==> config.mk <==
export PLATFORM = sky130hd
export DESIGN_NAME = adc_seq_ctrl
export DESIGN_NICKNAME = d
export VERILOG_FILES = /design/src/rtl/adc_seq_pkg.sv /design/src/rtl/adc_seq_clkdiv.sv /design/src/rtl/adc_seq_cfg.sv /design/src/rtl/adc_seq_results.sv /design/src/rtl/adc_seq_fsm.sv /design/src/rtl/adc_seq_ctrl.sv
export SDC_FILE = /design/constraint.sdc
export NUM_CORES = 1
export LEC_CHECK = 0
export BUFFER_PORTS_ARGS = -buffer_cell sky130_fd_sc_hd__buf_2
export CAP_MARGIN = 20
export CORE_MARGIN = 4
export CORE_UTILIZATION = 48
export CTS_BUF_LIST = sky130_fd_sc_hd__clkbuf_8
export CTS_CLUSTER_SIZE = 16
export DETAILED_ROUTE_END_ITERATION = 8
export GPL_ROUTABILITY_DRIVEN = 0
export GPL_TIMING_DRIVEN = 0
export PLACE_DENSITY = 0.73
export SLEW_MARGIN = 10
export SYNTH_ARGS = -nofsm -noshare
export SYNTH_HDL_FRONTEND = slang
export SYNTH_HIERARCHICAL = 1
export SYNTH_SLANG_ARGS = --single-unit
==> constraint.sdc <==
create_clock -name clk -period 2.9 [get_ports clk]
set_input_delay 0.29 -clock clk [delete_from_list [all_inputs] [get_ports clk]]
set_output_delay 0.29 -clock clk [all_outputs]
set_load 0.05 [all_outputs]
==> src/rtl/adc_seq_pkg.sv <==
package adc_seq_pkg;

   localparam int unsigned NUM_SLOTS = 16;
   localparam int unsigned IDX_W     = $clog2(NUM_SLOTS);
   localparam int unsigned RATE_W    = 2;

   typedef logic [IDX_W-1:0] slot_idx_t;

   // fixed positions in the slot table that change behaviour
   localparam slot_idx_t SLOT_EXT0 = slot_idx_t'(1);
   localparam slot_idx_t SLOT_EXT1 = slot_idx_t'(2);

   typedef enum logic {
      SEQ_IDLE = 1'b0,
      SEQ_RUN  = 1'b1
   } seq_state_t;

   typedef struct packed {
      slot_idx_t         first;
      slot_idx_t         last;
      logic              loop_en;
      logic              range_hi;
      logic              ext1_en;
      logic [RATE_W-1:0] rate_ext0;
      logic [RATE_W-1:0] rate_ext1;
   } seq_cfg_t;

endpackage

==> src/rtl/adc_seq_clkdiv.sv <==
module adc_seq_clkdiv #(
   parameter int unsigned DIV = 16
) (
   input  logic clk,
   input  logic rst_n,
   input  logic restart,
   output logic tick
);
   localparam int unsigned CW = (DIV > 1) ? $clog2(DIV) : 1;

   if (DIV < 2) begin : g_bad_div
      $error("adc_seq_clkdiv: DIV must be at least 2");
   end

   logic [CW-1:0] phase_q;

   assign tick = (phase_q == CW'(DIV - 1));

   always_ff @(posedge clk or negedge rst_n) begin
      if (!rst_n) begin
         phase_q <= '0;
      end else if (restart || tick) begin
         phase_q <= '0;
      end else begin
         phase_q <= phase_q + 1'b1;
      end
   end

endmodule

==> src/rtl/adc_seq_cfg.sv <==
module adc_seq_cfg
   import adc_seq_pkg::*;
#(
   parameter int unsigned FIRST_RST = 0,
   parameter int unsigned LAST_RST  = 8
) (
   input  logic      clk,
   input  logic      rst_n,
   input  logic      wr_en,
   input  logic      busy,
   input  logic      supply_hi,
   input  seq_cfg_t  wr_cfg,
   output seq_cfg_t  cfg_q,
   output slot_idx_t win_lo,
   output slot_idx_t win_hi
);

   if (FIRST_RST >= NUM_SLOTS || LAST_RST >= NUM_SLOTS) begin : g_bad_rst
      $error("adc_seq_cfg: reset indices must address the slot table");
   end

   always_ff @(posedge clk or negedge rst_n) begin
      if (!rst_n) begin
         cfg_q.first     <= slot_idx_t'(FIRST_RST);
         cfg_q.last      <= slot_idx_t'(LAST_RST);
         cfg_q.loop_en   <= 1'b0;
         cfg_q.range_hi  <= 1'b0;
         cfg_q.ext1_en   <= 1'b1;
         cfg_q.rate_ext0 <= '0;
         cfg_q.rate_ext1 <= '0;
      end else if (wr_en && !busy) begin
         cfg_q          <= wr_cfg;
         cfg_q.range_hi <= wr_cfg.range_hi & supply_hi;
      end
   end

   // a first index above the last one collapses onto the last one
   assign win_hi = cfg_q.last;
   assign win_lo = (cfg_q.first > cfg_q.last) ? cfg_q.last : cfg_q.first;

endmodule

==> src/rtl/adc_seq_results.sv <==
module adc_seq_results
   import adc_seq_pkg::*;
#(
   parameter int unsigned DW = 12
) (
   input  logic          clk,
   input  logic          rst_n,
   input  logic          wr_en,
   input  slot_idx_t     wr_idx,
   input  logic [DW-1:0] wr_data,
   input  slot_idx_t     rd_idx,
   output logic [DW-1:0] rd_data
);

   if (NUM_SLOTS != (1 << IDX_W)) begin : g_bad_depth
      $error("adc_seq_results: slot count must be a power of two");
   end

   logic [DW-1:0] bank [NUM_SLOTS];

   for (genvar g = 0; g < NUM_SLOTS; g++) begin : g_entry
      logic [DW-1:0] entry_q;
      always_ff @(posedge clk or negedge rst_n) begin
         if (!rst_n) begin
            entry_q <= '0;
         end else if (wr_en && (wr_idx == slot_idx_t'(g))) begin
            entry_q <= wr_data;
         end
      end
      assign bank[g] = entry_q;
   end

   assign rd_data = bank[rd_idx];

endmodule

==> src/rtl/adc_seq_fsm.sv <==
module adc_seq_fsm
   import adc_seq_pkg::*;
#(
   parameter int unsigned MIN_TICKS = 20,
   parameter int unsigned RATE_STEP = 4,
   parameter int unsigned DW        = 12
) (
   input  logic              clk,
   input  logic              rst_n,
   input  logic              tick,
   input  slot_idx_t         win_lo,
   input  slot_idx_t         win_hi,
   input  logic              loop_en,
   input  logic              ext1_en,
   input  logic [RATE_W-1:0] rate_ext0,
   input  logic [RATE_W-1:0] rate_ext1,
   input  logic              trig_wr,
   input  logic              trig_val,
   input  logic              conv_done,
   input  logic [DW-1:0]     conv_data,
   output logic              busy,
   output logic              trig_bit,
   output logic              conv_start,
   output logic              restart,
   output slot_idx_t         cur_idx,
   output logic              store_en,
   output logic [DW-1:0]     store_data,
   output logic              res_valid,
   output slot_idx_t         res_idx,
   output logic [DW-1:0]     res_data
);
   localparam int unsigned MAX_TICKS = MIN_TICKS + RATE_STEP * ((1 << RATE_W) - 1);
   localparam int unsigned CNT_W     = (MAX_TICKS > 1) ? $clog2(MAX_TICKS) : 1;

   if (MIN_TICKS < 1) begin : g_bad_min
      $error("adc_seq_fsm: MIN_TICKS must be at least 1");
   end

   seq_state_t    state_q;
   logic          trig_q;
   slot_idx_t     cur_q;
   logic [CNT_W-1:0] tcnt_q;
   logic [CNT_W-1:0] len_m1;
   logic [DW-1:0] lat_q;
   logic          start_q;
   logic          rv_q;
   slot_idx_t     ridx_q;
   logic [DW-1:0] rdat_q;

   logic          slot_end;
   logic          accept;
   logic          launch;
   logic          finish;
   logic          oneshot_done;
   slot_idx_t     nxt_idx;

   assign busy = (state_q == SEQ_RUN);

   // slot length in conversion-clock periods, minus one
   always_comb begin
      unique case (cur_q)
         SLOT_EXT0: len_m1 = CNT_W'(MIN_TICKS - 1) + CNT_W'(RATE_STEP) * CNT_W'(rate_ext0);
         SLOT_EXT1: len_m1 = CNT_W'(MIN_TICKS - 1) + CNT_W'(RATE_STEP) * CNT_W'(rate_ext1);
         default:   len_m1 = CNT_W'(MIN_TICKS - 1);
      endcase
   end

   assign slot_end     = busy && tick && (tcnt_q == len_m1);
   assign accept       = trig_wr && trig_val && !busy;
   assign oneshot_done = slot_end && trig_q && (cur_q == win_hi) && !loop_en;

   always_comb begin
      launch  = 1'b0;
      finish  = 1'b0;
      nxt_idx = cur_q;
      if (accept) begin
         launch  = 1'b1;
         nxt_idx = win_lo;
      end else if (slot_end) begin
         if (!trig_q) begin
            finish = 1'b1;
         end else if (cur_q == win_hi) begin
            if (loop_en) begin
               launch  = 1'b1;
               nxt_idx = win_lo;
            end else begin
               finish = 1'b1;
            end
         end else begin
            launch  = 1'b1;
            nxt_idx = cur_q + 1'b1;
         end
      end
   end

   assign store_en   = slot_end;
   assign store_data = ((cur_q == SLOT_EXT1) && !ext1_en) ? '0 : lat_q;
   assign restart    = launch || !busy;

   always_ff @(posedge clk or negedge rst_n) begin
      if (!rst_n) begin
         state_q <= SEQ_IDLE;
         trig_q  <= 1'b0;
         cur_q   <= '0;
         tcnt_q  <= '0;
         lat_q   <= '0;
         start_q <= 1'b0;
      end else begin
         if (launch) begin
            state_q <= SEQ_RUN;
         end else if (finish) begin
            state_q <= SEQ_IDLE;
         end

         if (trig_wr && !trig_val) begin
            trig_q <= 1'b0;
         end else if (accept) begin
            trig_q <= 1'b1;
         end else if (oneshot_done) begin
            trig_q <= 1'b0;
         end

         cur_q   <= nxt_idx;
         start_q <= launch;

         if (launch) begin
            tcnt_q <= '0;
         end else if (busy && tick) begin
            tcnt_q <= tcnt_q + 1'b1;
         end

         if (launch) begin
            lat_q <= '0;
         end else if (busy && conv_done) begin
            lat_q <= conv_data;
         end
      end
   end

   always_ff @(posedge clk or negedge rst_n) begin
      if (!rst_n) begin
         rv_q   <= 1'b0;
         ridx_q <= '0;
         rdat_q <= '0;
      end else begin
         rv_q <= slot_end;
         if (slot_end) begin
            ridx_q <= cur_q;
            rdat_q <= store_data;
         end
      end
   end

   assign trig_bit   = trig_q;
   assign conv_start = start_q;
   assign cur_idx    = cur_q;
   assign res_valid  = rv_q;
   assign res_idx    = ridx_q;
   assign res_data   = rdat_q;

endmodule

==> src/rtl/adc_seq_ctrl.sv <==
module adc_seq_ctrl
   import adc_seq_pkg::*;
#(
   parameter int unsigned RES_W     = 12,
   parameter int unsigned CLK_DIV   = 16,
   parameter int unsigned MIN_TICKS = 20,
   parameter int unsigned RATE_STEP = 4,
   parameter int unsigned FIRST_RST = 0,
   parameter int unsigned LAST_RST  = 8
) (
   input  logic              clk,
   input  logic              rst_n,
   input  logic              cfg_wr,
   input  logic [IDX_W-1:0]  cfg_first,
   input  logic [IDX_W-1:0]  cfg_last,
   input  logic              cfg_loop,
   input  logic              cfg_range_hi,
   input  logic              cfg_ext1_en,
   input  logic [RATE_W-1:0] cfg_rate_ext0,
   input  logic [RATE_W-1:0] cfg_rate_ext1,
   input  logic              supply_hi,
   input  logic              trig_wr,
   input  logic              trig_val,
   input  logic              conv_done,
   input  logic [RES_W-1:0]  conv_data,
   input  logic [IDX_W-1:0]  rd_idx,
   output logic              trig_bit,
   output logic              busy,
   output logic [IDX_W-1:0]  mux_sel,
   output logic              conv_start,
   output logic              res_valid,
   output logic [IDX_W-1:0]  res_idx,
   output logic [RES_W-1:0]  res_data,
   output logic [RES_W-1:0]  rd_data,
   output logic [IDX_W-1:0]  first_rb,
   output logic [IDX_W-1:0]  last_rb,
   output logic              loop_rb,
   output logic              range_rb
);

   if (RES_W < 1) begin : g_bad_width
      $error("adc_seq_ctrl: RES_W must be at least 1");
   end

   seq_cfg_t      wr_cfg;
   seq_cfg_t      cfg_q;
   slot_idx_t     win_lo;
   slot_idx_t     win_hi;
   logic          tick;
   logic          restart;
   logic          store_en;
   slot_idx_t     cur_idx;
   logic [RES_W-1:0] store_data;

   assign wr_cfg = '{first:     cfg_first,
                     last:      cfg_last,
                     loop_en:   cfg_loop,
                     range_hi:  cfg_range_hi,
                     ext1_en:   cfg_ext1_en,
                     rate_ext0: cfg_rate_ext0,
                     rate_ext1: cfg_rate_ext1};

   adc_seq_cfg #(
      .FIRST_RST (FIRST_RST),
      .LAST_RST  (LAST_RST)
   ) u_cfg (
      .clk       (clk),
      .rst_n     (rst_n),
      .wr_en     (cfg_wr),
      .busy      (busy),
      .supply_hi (supply_hi),
      .wr_cfg    (wr_cfg),
      .cfg_q     (cfg_q),
      .win_lo    (win_lo),
      .win_hi    (win_hi)
   );

   adc_seq_clkdiv #(
      .DIV (CLK_DIV)
   ) u_div (
      .clk     (clk),
      .rst_n   (rst_n),
      .restart (restart),
      .tick    (tick)
   );

   adc_seq_fsm #(
      .MIN_TICKS (MIN_TICKS),
      .RATE_STEP (RATE_STEP),
      .DW        (RES_W)
   ) u_fsm (
      .clk        (clk),
      .rst_n      (rst_n),
      .tick       (tick),
      .win_lo     (win_lo),
      .win_hi     (win_hi),
      .loop_en    (cfg_q.loop_en),
      .ext1_en    (cfg_q.ext1_en),
      .rate_ext0  (cfg_q.rate_ext0),
      .rate_ext1  (cfg_q.rate_ext1),
      .trig_wr    (trig_wr),
      .trig_val   (trig_val),
      .conv_done  (conv_done),
      .conv_data  (conv_data),
      .busy       (busy),
      .trig_bit   (trig_bit),
      .conv_start (conv_start),
      .restart    (restart),
      .cur_idx    (cur_idx),
      .store_en   (store_en),
      .store_data (store_data),
      .res_valid  (res_valid),
      .res_idx    (res_idx),
      .res_data   (res_data)
   );

   adc_seq_results #(
      .DW (RES_W)
   ) u_res (
      .clk     (clk),
      .rst_n   (rst_n),
      .wr_en   (store_en),
      .wr_idx  (cur_idx),
      .wr_data (store_data),
      .rd_idx  (rd_idx),
      .rd_data (rd_data)
   );

   assign mux_sel  = cur_idx;
   assign first_rb = cfg_q.first;
   assign last_rb  = cfg_q.last;
   assign loop_rb  = cfg_q.loop_en;
   assign range_rb = cfg_q.range_hi;

endmodule

==> qor.csv, run 1 <==
stage;metric;value;unit
run;max-cap-violations;0;
cts;htreeDepth;2;
sta;worstMarginPinSlew;912.4;ps
synth;synth_seq_cells;252;
synth;synth_top_cell_by_area;dfrtp_1;
layout;nets;1013;
critical_path;cp-end-kind;flip-flop;
synth;synth_edf_count;0;
critical_path;r2r-start;u_fsm/cur_idx[0]$_DFFE_PN0P_;
layout;syn_to_final_growth;21.14;%
sta;hold_viol;0;
synth;syn_nets;841;
detailed_routing;viasPerCell;5.362;
cts;path_clk_slew;60;ps
sta;maxSlewViolCount;0;
power_and_ir_drop;leakage;0.006938;uW
critical_path;cp_cell_sequence;inv_4 -> ha_4 -> a22oi_2 -> or4_4 -> and2_4 -> and3_4 -> nor3b_4 -> nand3b_1 -> buf_6 -> mux2_2;
floorplanning;start_util;49.08;%
critical_path;worst-path-buf-inv;2;
power_and_ir_drop;p_per_area;526.3;mW/mm^2
place;place_inst;1196;
critical_path;critPathTopFamily;simple AND/OR/NAND/NOR gates;
floorplanning;die_h;163.1;um
detailed_routing;ant_nets;0;
power_and_ir_drop;total_power;7366;uW
place;hpwl;17720;um
floorplanning;num_rows;56;
layout;final_cell_mix;dfrtp_1 (248), mux2_2 (200), buf_2 (86), clkbuf_8 (59), mux4_2 (48);
detailed_routing;wl_per_cell;19.42;um
floorplanning;pin_count;84;
synth;synthArstFlopShare;100.0;%
global_route;grt_pass1_wl;41500;um
sta;fin_crit_sh;95.60;%
synth;yosys_warnings;6;
synth;yosysSeqAreaShare;54.60;%
power_and_ir_drop;peakVddDrop;0.0003470;V
floorplanning;dieArea;0.02662;sq mm
critical_path;cp-startpoint;u_fsm/cur_idx[0]$_DFFE_PN0P_;
global_route;grt_max_degree;94;
critical_path;cp_data_arrival_time;3170;ps
critical_path;cp_slowest_cell;or4_4;
global_route;grt_usage;19.68;%
cts;cts_tree;built;
floorplanning;die_x;163.1;um
sta;post-route-min-period;2772;ps
critical_path;slowest_delay;540;ps
synth;syn_inst;794;
critical_path;criticalPathCategory;flip-flop to flip-flop;
detailed_routing;first_pass_iters;4;
critical_path;required;3300;ps
layout;fill_cells;1885;
synth;avgSynthCellArea;14.55;sq um
min_path;min_from;trig_val;
global_route;antenna_found_initial;0;
sta;fmax;360.7;MHz
critical_path;worstSetupStartpointType;flip-flop;
detailed_routing;drt_iter0_drc;295;
cts;numCtsBuffers;42;
sta;setup_viol;0;
sta;slew_headroom;39.17;%
detailed_routing;drt_wl_total;25580;um
synth;synth_cell_type_count;52;
floorplanning;core_area;0.02354;sq mm
cts;cts_num_sinks;252;
status;status;finished, final reports clean;
layout;num_antenna_cells;0;
cts;clock_path_buffers;3;
detailed_routing;drc;0;
critical_path;cp_max_fo;10;
cts;insertion_delay;540;ps
sta;rsz0062_at_grt;false;
cts;cts_root_buf;clkbuf_8;
place;port-buffer-count;81;
min_path;holdCritPathClass;primary input to flip-flop;
sta;fin_skew;24.58;ps
layout;final_common_cell;dfrtp_1;
layout;drive_above_1_share;49.80;%
detailed_routing;vias;7062;
synth;netlist_top_cells_area;dfrtp_1 (54%), mux2_2 (20%), mux4_2 (9.4%);
global_route;grt_pass1_vias;7547;
synth;synth_area;0.01155;sq mm
layout;instances_no_fill;1317;
synth;ys.flop_type;dfrtp_1;
synth;synth.top_cell.area_share;54.15;%
global_route;grt-ovfl-total;0;
-- flip-flops by register name (all words and copies together), names as in the netlist, 5 cells and up --
register               cells
u_res/g_entry.entry_q    192
u_cfg/cfg_q               11
u_fsm/lat_q               12
u_fsm/tcnt_q               5
u_fsm/res_data            12
-- worst min-delay path, stage by stage --
cell and delay, ps:
buf_2 90, o21ai_0 60, o21ai_0 140
-- through the flow --
step           hold WS (ps)  TNS [ps]  utilization (%)  worst slack (ps)  instance area, sq um
6_report              95.30         0            59.45             127.6                 14000
5_1_grt               113.6         0            59.45             4.383                 14000
4_1_cts               54.16         0            58.71             3.106                 13820
3_5_place_dp          379.0    -40670            52.96            -352.7                 12470
3_3_place_gp          464.4   -787960            52.68             -3892                 12400
2_1_floorplan        -5.591         0                -             1.635                 11600
-- where the power goes --
part	total [uW]	leakage, uW	internal, uW	switching, uW
combinational	434	0.00296	145	289
clock	3370	0.000524	1980	1390
sequential	3560	0.00345	3550	17.5
total	7370	0.00694	5670	1700
-- area by class of cell --
type                            count  area [sq um]  share of cell area (%)
Sequential cell                   252          6316                   45.13
Multi-Input combinational cell    475          5050                   36.08
Timing Repair Buffer              130         917.1                   6.553
Clock buffer                       59         812.0                   5.802
Tap cell                          319         399.1                   2.852
Buffer                             55         337.8                   2.414
Clock inverter                     17         123.9                  0.8850
Inverter                           10         40.04                  0.2861
-- kinds of logic (layout without fill, tap and decap cells) --
kind of cell / Yosys count / in the layout / synth area share [%]
compound gates: 61 / 61 / 3.617
xor+xnor: 11 / 11 / 0.8339
fa+ha+maj: 9 / 9 / 0.9747
buf+inv: 67 / 271 / 2.935
flops: 252 / 252 / 54.60
mux: 276 / 276 / 31.85
simple gates: 118 / 118 / 5.187
-- final timing paths --
kind,depth (start not counted),end,slack (ps)
max,10,u_res/g_entry[1].entry_q[7]$_DFFE_PN0P_,130
min,3,u_fsm/trig_bit$_DFFE_PN0P_,100
max reg2reg,10,u_res/g_entry[1].entry_q[7]$_DFFE_PN0P_,130
min reg2reg,1,u_fsm/res_data[2]$_DFFE_PN0N_,480
max in group asynchronous,3,u_fsm/cur_idx[1]$_DFFE_PN0P_,1610
min in group asynchronous,2,u_res/g_entry[4].entry_q[8]$_DFFE_PN0P_,380
-- cells in the mapped netlist, types with 3 or more instances --
cell type	instances
o21ai_0	8
dfrtp_1	250
ha_1	9
mux2_1	7
and3_1	3
nor2_1	19
clkbuf_1	24
and2_1	5
buf_4	10
mux2_2	210
mux4_2	48
xor2_1	3
buf_2	19
a22oi_1	26
nor2b_1	15
mux2_4	9
nand3_1	8
nand2_1	46
xnor2_1	8
or3_1	3
inv_1	10
nand3b_1	4
a21oi_1	14
-- repair_timing --
action | in CTS | in global routing
hold buffers | 29 | 0
gates cloned | 0 | 2
setup endpoints to repair | 175 | 162
buffers inserted | 8 | 9
resized for setup | 21 | 32
hold endpoints to repair | 118 | 0
pin swaps | 3 | 7
-- layer usage --
metal,global-route usage (%),vias up,part of all wire [%],routed length [um]
li1,-,3240,-,-
met1,26.38,3628,44,11160
met2,32.81,147,50,12700
met3,4.037,47,4.5,1141
met4,5.795,0,2.3,578
met5,0,-,0,0
(Power assumes the default switching activity.)
==> run 2, diff against run 1 <==
BUFFER_PORTS_ARGS = -buffer_cell sky130_fd_sc_hd__buf_4   (was -buffer_cell sky130_fd_sc_hd__buf_2)
CAP_MARGIN = not set   (was 20)
SYNTH_HIERARCHICAL = not set   (was 1)
==> qor.csv, run 2 <==
stage;metric;value;unit;change
power_and_ir_drop;peakVddDrop;0.0003623;V;+4.4%
global_route;grt_pass1_wl;44420;um;+7.1%
cts;htreeDepth;2;;unchanged
floorplanning;num_rows;58;;+3.6%
place;pre_cts_slack;-246.5;ps;+106.2 ps
synth;synthMuxAreaShare;36.22;%;+4.4 points
critical_path;r2r-start;u_fsm.cur_idx[1]$_DFFE_PN0P_;;
layout;nets;964;;-4.8%
cts;cts_root_buf;clkbuf_8;;
place;port-buffer-count;82;;+1.2%
cts;postCtsSetupBuffers;0;;-8
min_path;min_to;u_fsm.lat_q[4]$_DFFE_PN0P_;;
detailed_routing;drt_wl_total;27480;um;+7.4%
power_and_ir_drop;p_per_area;482.0;mW/mm^2;-8.4%
floorplanning;die_h;169.1;um;+3.6%
synth;syn_nets;814;;-3.2%
place;placed_area;0.01355;sq mm;+8.7%
synth;synth_top_cell_by_area;dfrtp_1;;
sta;slew_headroom;34.79;%;-4.4 points
run;max-cap-violations;0;;unchanged
layout;largest_register_ffs;192;;unchanged
sta;setup_viol;0;;unchanged
synth;avgSynthCellArea;16.26;sq um;+12%
synth;yosys_warnings;0;;-6
power_and_ir_drop;leakage;0.006947;uW;+0.13%
critical_path;cp_max_fo;10;;unchanged
sta;fin_skew;29.14;ps;+4.557 ps
layout;fin_area;0.01461;sq mm;+4.4%
detailed_routing;viasPerCell;5.524;;+3.0%
cts;cts_num_sinks;252;;unchanged
synth;ys_top_cells_by_count;dfrtp_1 (250), mux2_4 (160), mux2_2 (62);;
layout;syn_to_final_growth;17.31;%;
layout;final_common_cell;dfrtp_1;;
floorplanning;start_util;49.18;%;+0.10 points
cts;path_clk_slew;60;ps;about the same
sta;rsz0062_at_grt;false;;
synth;synthArstFlopShare;100.0;%;unchanged
layout;num_antenna_cells;0;;unchanged
sta;worstMarginPinSlew;978.2;ps;+65.79 ps
detailed_routing;vias;7027;;-0.50%
critical_path;r2r.worst_path.cells;9;;-1
synth;yosysSeqAreaShare;50.65;%;-4.0 points
synth;synth_fa_ha_area_share;1.005;%;+0.030 points
detailed_routing;drc;0;;unchanged
layout;final_cell_mix;dfrtp_1 (249), mux2_4 (160), buf_4 (92), mux2_2 (62), mux4_2 (60);;
sta;fin_crit_sh;97.03;%;+1.4 points
detailed_routing;drt_iter0_drc;306;;+3.7%
global_route;grt-ovfl-total;0;;unchanged
floorplanning;dieArea;0.02859;sq mm;+7.4%
critical_path;timing.rr.end;u_res.g_entry[3].entry_q[2]$_DFFE_PN0P_;;
synth;synth_edf_count;0;;unchanged
floorplanning;pin_count;84;;unchanged
detailed_routing;wl_per_cell;21.60;um;+11%
critical_path;cp-end-kind;flip-flop;;
sta;fmax;355.4;MHz;-1.5%
synth;syn_inst;766;;-3.5%
synth;synth_cell_type_count;45;;-13%
status;status;finished, final reports clean;;
floorplanning;core_area;0.02533;sq mm;+7.6%
synth;synth_seq_cells;252;;unchanged
layout;top_register;u_res.g_entry.entry_q;;
synth;synth_area;0.01246;sq mm;+7.8%
critical_path;criticalPathCategory;flip-flop to flip-flop;;
global_route;antenna_found_initial;0;;unchanged
power_and_ir_drop;total_power;7043;uW;-4.4%
synth;synth_top_family_by_area;multiplexers;;
synth;netlist_top_cells_area;dfrtp_1 (50%), mux2_4 (19%), mux4_2 (11%);;
layout;drive_above_1_share;51.49;%;+1.7 points
floorplanning;die_x;169.1;um;+3.6%
detailed_routing;ant_nets;0;;unchanged
critical_path;cp_data_arrival_time;3230;ps;+60 ps
layout;fill_cells;2011;;+6.7%
sta;post-route-min-period;2814;ps;+41.62 ps
sta;worst_hold_slack;23.61;ps;-71.69 ps
synth;synthSimpleGateAreaFrac;4.842;%;-0.35 points
synth;yosysMostFrequentCell;dfrtp_1;;
sta;fin_ws;86.02;ps;-41.62 ps
critical_path;worstSetupStartpointType;flip-flop;;
cts;numCtsBuffers;42;;unchanged
cts;clock_path_buffers;3;;unchanged
global_route;grt_usage;19.72;%;+0.032 points
place;hpwl;18540;um;+4.7%
min_path;min_from;conv_data[4];;
detailed_routing;first_pass_iters;4;;unchanged
synth;synth.top_cell.area_share;50.23;%;-3.9 points
sta;hold_viol;0;;unchanged
cts;insertion_delay;560;ps;+20 ps
synth;ys.flop_type;dfrtp_1;;
global_route;grt_pass1_vias;7878;;+4.4%
min_path;min_path_cells;3;;unchanged
global_route;grt_max_degree;93;;-1.1%
critical_path;required;3310;ps;about the same
sta;maxSlewViolCount;0;;unchanged
synth;synth_xor_area_share;0.6328;%;-0.20 points
synth;synth_compound_gate_area_share;1.848;%;-1.8 points
min_path;holdCritPathClass;primary input to flip-flop;;
cts;cts_tree;built;;
critical_path;timing.reg2reg.setup_slack;90;ps;-40 ps
-- run 2: cells by family (layout without fill, tap and decap cells) --
logic type / count (synthesis) / in the layout
muxes: 288 / 288
DFF: 252 / 252
and+or+nand+nor: 99 / 99
buffers and inverters: 72 / 248
AOI/OAI and AO/OA: 36 / 36
adders and majority gates: 10 / 10
xor gates and xnor gates: 9 / 9
-- run 2: per-stage QoR --
step	setup TNS [ps]	util (%)	instances
after CTS	0	57.63	1272
after detailed placement	-22550	53.49	1180
after global routing	0	57.69	1272
after global placement	-155060	53.24	1178
after floorplan	0	-	766
final	0	57.69	1272
-- run 2: how the worst max path moves through the flow --
stage	from	to	slack (ps)	depth (start not counted)
final	u_fsm.cur_idx[1]$_DFFE_PN0P_	u_res.g_entry[3].entry_q[2]$_DFFE_PN0P_	90	9
after floorplan	u_fsm.cur_idx[0]$_DFFE_PN0P_	u_res.g_entry[2].entry_q[10]$_DFFE_PN0P_	10	9
after CTS	rd_idx[0]	rd_data[10]	40	4
after detailed placement	rd_idx[1]	rd_data[7]	-250	6
after global placement	rst_n	u_fsm.res_data[1]$_DFFE_PN0P_	-550	1
after global routing	u_fsm.cur_idx[1]$_DFFE_PN0P_	u_res.g_entry[3].entry_q[9]$_DFFE_PN0P_	9	9
-- run 2: routing by layer --
layer | GRT usage (%) | vias up | share of wire [%]
li1 | - | 3084 | -
met1 | 27.13 | 3771 | 45
met2 | 33.01 | 134 | 50
met3 | 3.386 | 38 | 4.1
met4 | 4.830 | 0 | 1.7
met5 | 0 | - | 0
-- run 2: worst max-delay path: stages, from the launching register on --
cell,delay (ps)
dfrtp_1,490
inv_1,190
ha_4,200
a22oi_1,100
or4_4,520
a211oi_4,300
buf_6,180
and3_4,230
buf_12,170
mux2_4,310
-- run 2: power by group --
part	switching (uW)	leakage, uW	internal (uW)
registers	18.3	0.00345	3550
logic	292	0.00303	166
clock network	1400	0.000470	1620
total	1710	0.00695	5330
-- run 2: layout make-up --
| class | count | area, sq um | share of cell area [%] |
|---|---|---|---|
| Multi-Input combinational cell | 442 | 5582 | 38.20 |
| Tap cell | 330 | 412.9 | 2.826 |
| Clock buffer | 49 | 674.4 | 4.616 |
| Buffer | 63 | 584.3 | 3.999 |
| Clock inverter | 21 | 116.4 | 0.7964 |
| Sequential cell | 252 | 6310 | 43.18 |
| Timing Repair Buffer | 106 | 898.4 | 6.148 |
| Inverter | 9 | 33.78 | 0.2312 |
-- run 2: timing repair --
item	in CTS	in global routing
hold buffers	22	0
endpoints found under the setup margin	217	141
endpoints found under the hold margin	89	0
resized for setup	11	3
